## src/rtl/flag_keep_alu.sv

```systemverilog
module flag_keep_alu #(
  parameter int W  = 32,
  parameter int PW = 8
) (
  input  logic         clk,
  input  logic         rst,
  input  logic         valid,
  input  logic [2:0]   op,
  input  logic [W-1:0] a,
  input  logic [W-1:0] b,
  output logic [W-1:0] result,
  output logic [4:0]   flags_next,
  output logic [4:0]   flags
);
  localparam int FC = 0, FZ = 1, FS = 2, FP = 3, FV = 4;
  localparam logic [2:0] OP_INC = 3'd0, OP_DEC = 3'd1, OP_ADD = 3'd2,
                         OP_ADC = 3'd3, OP_SUB = 3'd4, OP_RCR = 3'd5;
  localparam logic [W-1:0] ONE    = W'(1);
  localparam logic [W-1:0] MIN_S  = {1'b1, {(W-1){1'b0}}};
  localparam logic [W-1:0] MAX_S  = ~MIN_S;

  logic         cin;
  logic [W:0]   add_w, sub_w;
  logic [W-1:0] r;
  logic         c_n, v_n, arith;

  assign cin   = flags[FC];
  assign add_w = {1'b0, a} + {1'b0, b} + {{W{1'b0}}, (op == OP_ADC) & cin};
  assign sub_w = {1'b0, a} - {1'b0, b};

  always_comb begin
    r     = a;
    c_n   = cin;
    v_n   = flags[FV];
    arith = 1'b0;
    case (op)
      OP_INC: begin
        r = a + ONE; v_n = (a == MAX_S); arith = 1'b1;
      end
      OP_DEC: begin
        r = a - ONE; v_n = (a == MIN_S); arith = 1'b1;
      end
      OP_ADD, OP_ADC: begin
        r = add_w[W-1:0]; c_n = add_w[W]; arith = 1'b1;
        v_n = (a[W-1] == b[W-1]) && (add_w[W-1] != a[W-1]);
      end
      OP_SUB: begin
        r = sub_w[W-1:0]; c_n = sub_w[W]; arith = 1'b1;
        v_n = (a[W-1] != b[W-1]) && (sub_w[W-1] != a[W-1]);
      end
      OP_RCR: begin
        r = {cin, a[W-1:1]}; c_n = a[0];
      end
      default: ;
    endcase
  end

  assign result         = r;
  assign flags_next[FC] = c_n;
  assign flags_next[FV] = v_n;
  assign flags_next[FZ] = arith ? (r == '0)     : flags[FZ];
  assign flags_next[FS] = arith ? r[W-1]        : flags[FS];
  assign flags_next[FP] = arith ? ~^r[PW-1:0]   : flags[FP];

  always_ff @(posedge clk) begin
    if (rst)        flags <= '0;
    else if (valid) flags <= flags_next;
  end
endmodule

```

## config.mk

```make
export PLATFORM = sky130hd
export DESIGN_NAME = flag_keep_alu
export DESIGN_NICKNAME = d
export VERILOG_FILES = /design/src/rtl/flag_keep_alu.sv
export SDC_FILE = /design/constraint.sdc
export NUM_CORES = 1
export LEC_CHECK = 0
export ABC_CLOCK_PERIOD_IN_PS = 7110
export BUFFER_PORTS_ARGS = -buffer_cell sky130_fd_sc_hd__buf_2
export CAP_MARGIN = 15
export CORE_MARGIN = 2
export CORE_UTILIZATION = 40
export CTS_BUF_LIST = sky130_fd_sc_hd__clkbuf_4 sky130_fd_sc_hd__clkbuf_8 sky130_fd_sc_hd__clkbuf_16
export DETAILED_ROUTE_END_ITERATION = 8
export PLACE_DENSITY = 0.68
export RECOVER_POWER = 50
export SLEW_MARGIN = 20
export SYNTH_ARGS = -nofsm -noshare
export SYNTH_HDL_FRONTEND = slang
export SYNTH_SLANG_ARGS = --single-unit
```

## constraint.sdc

```tcl
create_clock -name clk -period 7.11 [get_ports clk]
set_input_delay 1.0665 -clock clk [delete_from_list [all_inputs] [get_ports clk]]
set_output_delay 1.0665 -clock clk [all_outputs]
set_load 0.005 [all_outputs]
```

==> reports/qor.yml <==
global_route:
  global_route.peak_usage_layer: "met2"
  grt_pass1_vias: 9372
  first_pass_grt_wire_length_mm: 52.86
  grt.met2_usage_pct: 53.16
  globalRoute.totalOverflow: 0
  initial_antenna_violation_count: 1
  grtUsageMet3_pct: 2.599
  grt_start_max_net_pins: 64
  gr-usage-all-layers_pct: 32.26
  use_met1_pct: 43.98
worst_setup_path:
  arrival_ns: 5.80
  slowest_delay_ns: 0.63
  critical_path_required_ns: 6.04
  r2r_slack_ns: 1.98
  reg_to_reg_critical_path_endpoint: "flags[1]"
  critPathKind: "primary input to primary output"
  critical_path_top_delay_cell: "sky130_fd_sc_hd__a2111oi_4"
  cp_max_fo: 6
  r2r-start: "flags[0]"
  endpoint_kind: "primary output"
  ff2ff_path_depth: 15
  critPathLaunchType: "primary input"
  crit_path_cell_trace: "buf_2 > nor2b_2 > nand3_1 > fa_1 > inv_1 > fa_1 > nand2b_2 > a2111o_1 > a2111oi_4 > o311ai_1 > mux2i_1 > o211ai_1 > a2111o_1 > nor4_2 > nand4b_1 > or4_4 > o21bai_1 > buf_2"
cts:
  insertion_delay_ns: 0.23
  clk_pin_slew_ns: 0.04
  clock_tree.root_cell: "sky130_fd_sc_hd__clkbuf_16"
  cts_buffer_depth: 2
  hold_buffers: 0
  tritoncts: "done"
  clock_sink_count: 5
  h-tree-depth: 1
  cts_inserted_buffers: 3
timing:
  timing.final.crit_share_pct: 96.57
  timing_hold_violations_final: 0
  finalSetupViolCount: 0
  achievable-frequency_mhz: 145.6
  slew_headroom_pct: 33.70
  rsz0062_at_grt: "false"
  timing.final.max_slew_violations: 0
  layout_min_cycle_time_ns: 6.866
  clock_skew_ns: 0.002583
  fin_setup_tns_ns: 0
  worstMarginPinSlew_ns: 0.9854
power:
  leakage_nw: 3.512
  total_switching_power_uw: 494.3
  switching_share_pct: 57.60
  combPwrFrac_pct: 84.5
  power_report.internal_total_uw: 363.8
  seqPwrFrac_pct: 3.9
  p_per_area_nw_per_um2: 100.1
  ir_drop_mv: 0.06291
  clock_power_share_pct: 11.6
floorplanning:
  core_area_sq_um: 19270
  io_pins: 112
  number_of_standard_cell_rows_in_the_floorplan: 51
  die_width_um: 143.7
  die_area_sq_um: 20640
  initial_utilization_pct: 40.49
  die_height_um: 143.7
synth:
  post_synth_inst_count: 1255
  yosysWarnings: 0
  synthTopCellsByCount: "sky130_fd_sc_hd__nor2_1, sky130_fd_sc_hd__a21oi_1, sky130_fd_sc_hd__nand2_1, sky130_fd_sc_hd__inv_1, sky130_fd_sc_hd__clkbuf_1"
  synth_area_sq_um: 7802
  yosysTopAreaCellShare_pct: 10.90
  synth_most_common_cell: "sky130_fd_sc_hd__nor2_1"
  ys_top_cells_by_area: "sky130_fd_sc_hd__ha_1, sky130_fd_sc_hd__a21oi_1, sky130_fd_sc_hd__nor2_1, sky130_fd_sc_hd__nand2_1, sky130_fd_sc_hd__inv_1"
  number_of_synthesized_register_bits: 5
  synth_flop_cell: "sky130_fd_sc_hd__dfxtp_1"
  synth_area_leader_cell: "sky130_fd_sc_hd__ha_1"
  async_flop_share_pct: 0
  synth.yosys.seq_area_share_pct: 1.283
  syn-num-nets: 1396
  yosys.cell_types.count: 89
  post_synth.cell_area_avg_sq_um: 6.217
  number_of_synthesized_flops_with_an_enable_pin: 0
detailed_routing:
  routed_wirelength_mm: 34.43
  num_vias: 10410
  wire_per_inst_um: 22.07
  avgViaCountPerCell: 6.673
  drt_iter0_drc: 1519
  drc_violations: 0
  drt_pass1_iterations: 9
  count_of_antenna_violating_nets_left_after_detailed_routing: 0
cells_and_area:
  n_antenna_cell: 0
  top_flop_regs: "flags (5)"
  regMostFlops: "flags"
  final_layout_size_suffix_gt1_share_pct: 12.66
  final_util_pct: 44.47
  nNetsFinal: 1437
  largest_reg_flops: 5
  syn_to_final_growth_pct: 9.830
placed_design:
  portBuffers: 111
  place.gp.congestion: 1.009
  detailed_place_hpwl_mm: 26.92
status:
  status: "finished, final reports clean"
worst_hold_path:
  whs_endpoint: "flags[3]"
  worst_hold_path.num_cells: 2
  hold_path_startpoint: "flags[3]"
  hold_wc_path_type: "flip-flop to flip-flop"
run:
  cap_viol_max_count: 0
[placed cells by master (no fill, tap or decap), types with 9 or more instances in the layout]
| master | synthesis | layout |
|---|---|---|
| sky130_fd_sc_hd__nor2_1 | 127 | 127 |
| sky130_fd_sc_hd__a21oi_1 | 115 | 115 |
| sky130_fd_sc_hd__buf_2 | 9 | 99 |
| sky130_fd_sc_hd__nand2_1 | 95 | 95 |
| sky130_fd_sc_hd__inv_1 | 92 | 92 |
| sky130_fd_sc_hd__ha_1 | 68 | 68 |
| sky130_fd_sc_hd__o21ai_0 | 58 | 59 |
| sky130_fd_sc_hd__nor3_1 | 51 | 50 |
| sky130_fd_sc_hd__nand3_1 | 48 | 48 |
| sky130_fd_sc_hd__buf_4 | 2 | 31 |
| sky130_fd_sc_hd__xnor2_1 | 29 | 29 |
| sky130_fd_sc_hd__nor4_1 | 30 | 29 |
| sky130_fd_sc_hd__nand4_1 | 27 | 27 |
| sky130_fd_sc_hd__a211oi_1 | 23 | 23 |
| sky130_fd_sc_hd__a31oi_1 | 21 | 21 |
| sky130_fd_sc_hd__o31ai_1 | 20 | 20 |
| sky130_fd_sc_hd__mux2i_1 | 19 | 19 |
| sky130_fd_sc_hd__a21o_1 | 18 | 18 |
| sky130_fd_sc_hd__o211ai_1 | 16 | 16 |
| sky130_fd_sc_hd__nor2b_1 | 17 | 16 |
| sky130_fd_sc_hd__xor2_1 | 16 | 16 |
| sky130_fd_sc_hd__and3_1 | 13 | 13 |
| sky130_fd_sc_hd__o22ai_1 | 13 | 13 |
| sky130_fd_sc_hd__and2_1 | 12 | 12 |
| sky130_fd_sc_hd__or4_1 | 12 | 12 |
| sky130_fd_sc_hd__clkbuf_1 | 81 | 12 |
| sky130_fd_sc_hd__or3_1 | 11 | 11 |
| sky130_fd_sc_hd__o221ai_1 | 11 | 11 |
| sky130_fd_sc_hd__o21bai_1 | 10 | 10 |
| sky130_fd_sc_hd__nand2b_1 | 9 | 9 |
| sky130_fd_sc_hd__o21a_1 | 9 | 9 |
| sky130_fd_sc_hd__and4_1 | 9 | 9 |
| sky130_fd_sc_hd__a22oi_1 | 9 | 9 |
[how the worst max path moves through the flow]
stage | from | end | slack [ns] | cells after the start
2_1_floorplan | op[0] | flags_next[1] | 0.02 | 21
3_3_place_gp | op[2] | flags_next[1] | 0.41 | 18
3_5_place_dp | op[2] | flags_next[1] | 0.23 | 18
4_1_cts | op[2] | flags_next[1] | 0.21 | 18
5_1_grt | a[6] | flags_next[1] | 0.03 | 14
6_report | op[2] | flags_next[1] | 0.24 | 18
[cell type report]
class | count | area (sq um)
sequential | 5 | 100.1
inverter | 93 | 349.1
clock buffer | 4 | 82.58
multi-input combinational | 1051 | 6933
fill | 2140 | 10700
timing repair buffer | 142 | 773.2
tap | 265 | 331.6
[power by group through the flow]
stage                     Clock, mW  Combinational, mW  Sequential [mW]
after floorplan                   0              0.466           0.0336
after global placement            0              0.703           0.0340
after detailed placement          0              0.703           0.0340
after CTS                    0.0993              0.706           0.0337
after global routing          0.102              0.782           0.0341
final                        0.0992              0.725           0.0337
[worst max-delay path: cells and delay by family]
kind | cells | cell delay, ns
buffers and inverters | 3 | 0.32
AO/OA/AOI/OAI | 6 | 2.15
adder cells (fa/ha/maj) | 2 | 0.62
multiplexers | 1 | 0.25
AND/OR/NAND/NOR | 6 | 1.38
[metrics by stage]
stage          hold WS [ns]  setup slack, ns  instances  area [sq um]  power [mW]
2_1_floorplan        0.5082          0.01898       1255          7809      0.4999
3_3_place_gp         0.5082           0.4146       1556          8506      0.7372
3_5_place_dp         0.5187           0.2281       1556          8506      0.7368
4_1_cts              0.5230           0.2125       1560          8588      0.8392
5_1_grt              0.5568          0.03064       1560          8569      0.9184
6_report             0.5185           0.2441       1560          8569      0.8582
[metal layers]
metal | routed length (um) | vias to the layer above | share of wire [%]
li1 | - | 4785 | -
met5 | 10 | - | 0.029
met2 | 15240 | 688 | 44
met4 | 1508 | 2 | 4.4
met1 | 14400 | 4808 | 42
met3 | 3264 | 127 | 9.5
[what timing repair did]
action / in CTS / in global routing
setup buffers: 0 / 0
endpoints found under the setup margin: 0 / 1
resized for setup: 0 / 1
hold endpoints to repair: 0 / 0
[kinds of logic after synthesis]
logic type | after synthesis | synth area share, %
AOI/OAI and AO/OA | 424 | 37.30
xor gates and xnor gates | 45 | 5.051
adders and majority gates | 71 | 11.67
buffers and inverters | 199 | 9.910
DFF | 5 | 1.283
muxes | 23 | 3.015
and+or+nand+nor | 488 | 31.77
Note: power is estimated with default switching activity, not from simulation.
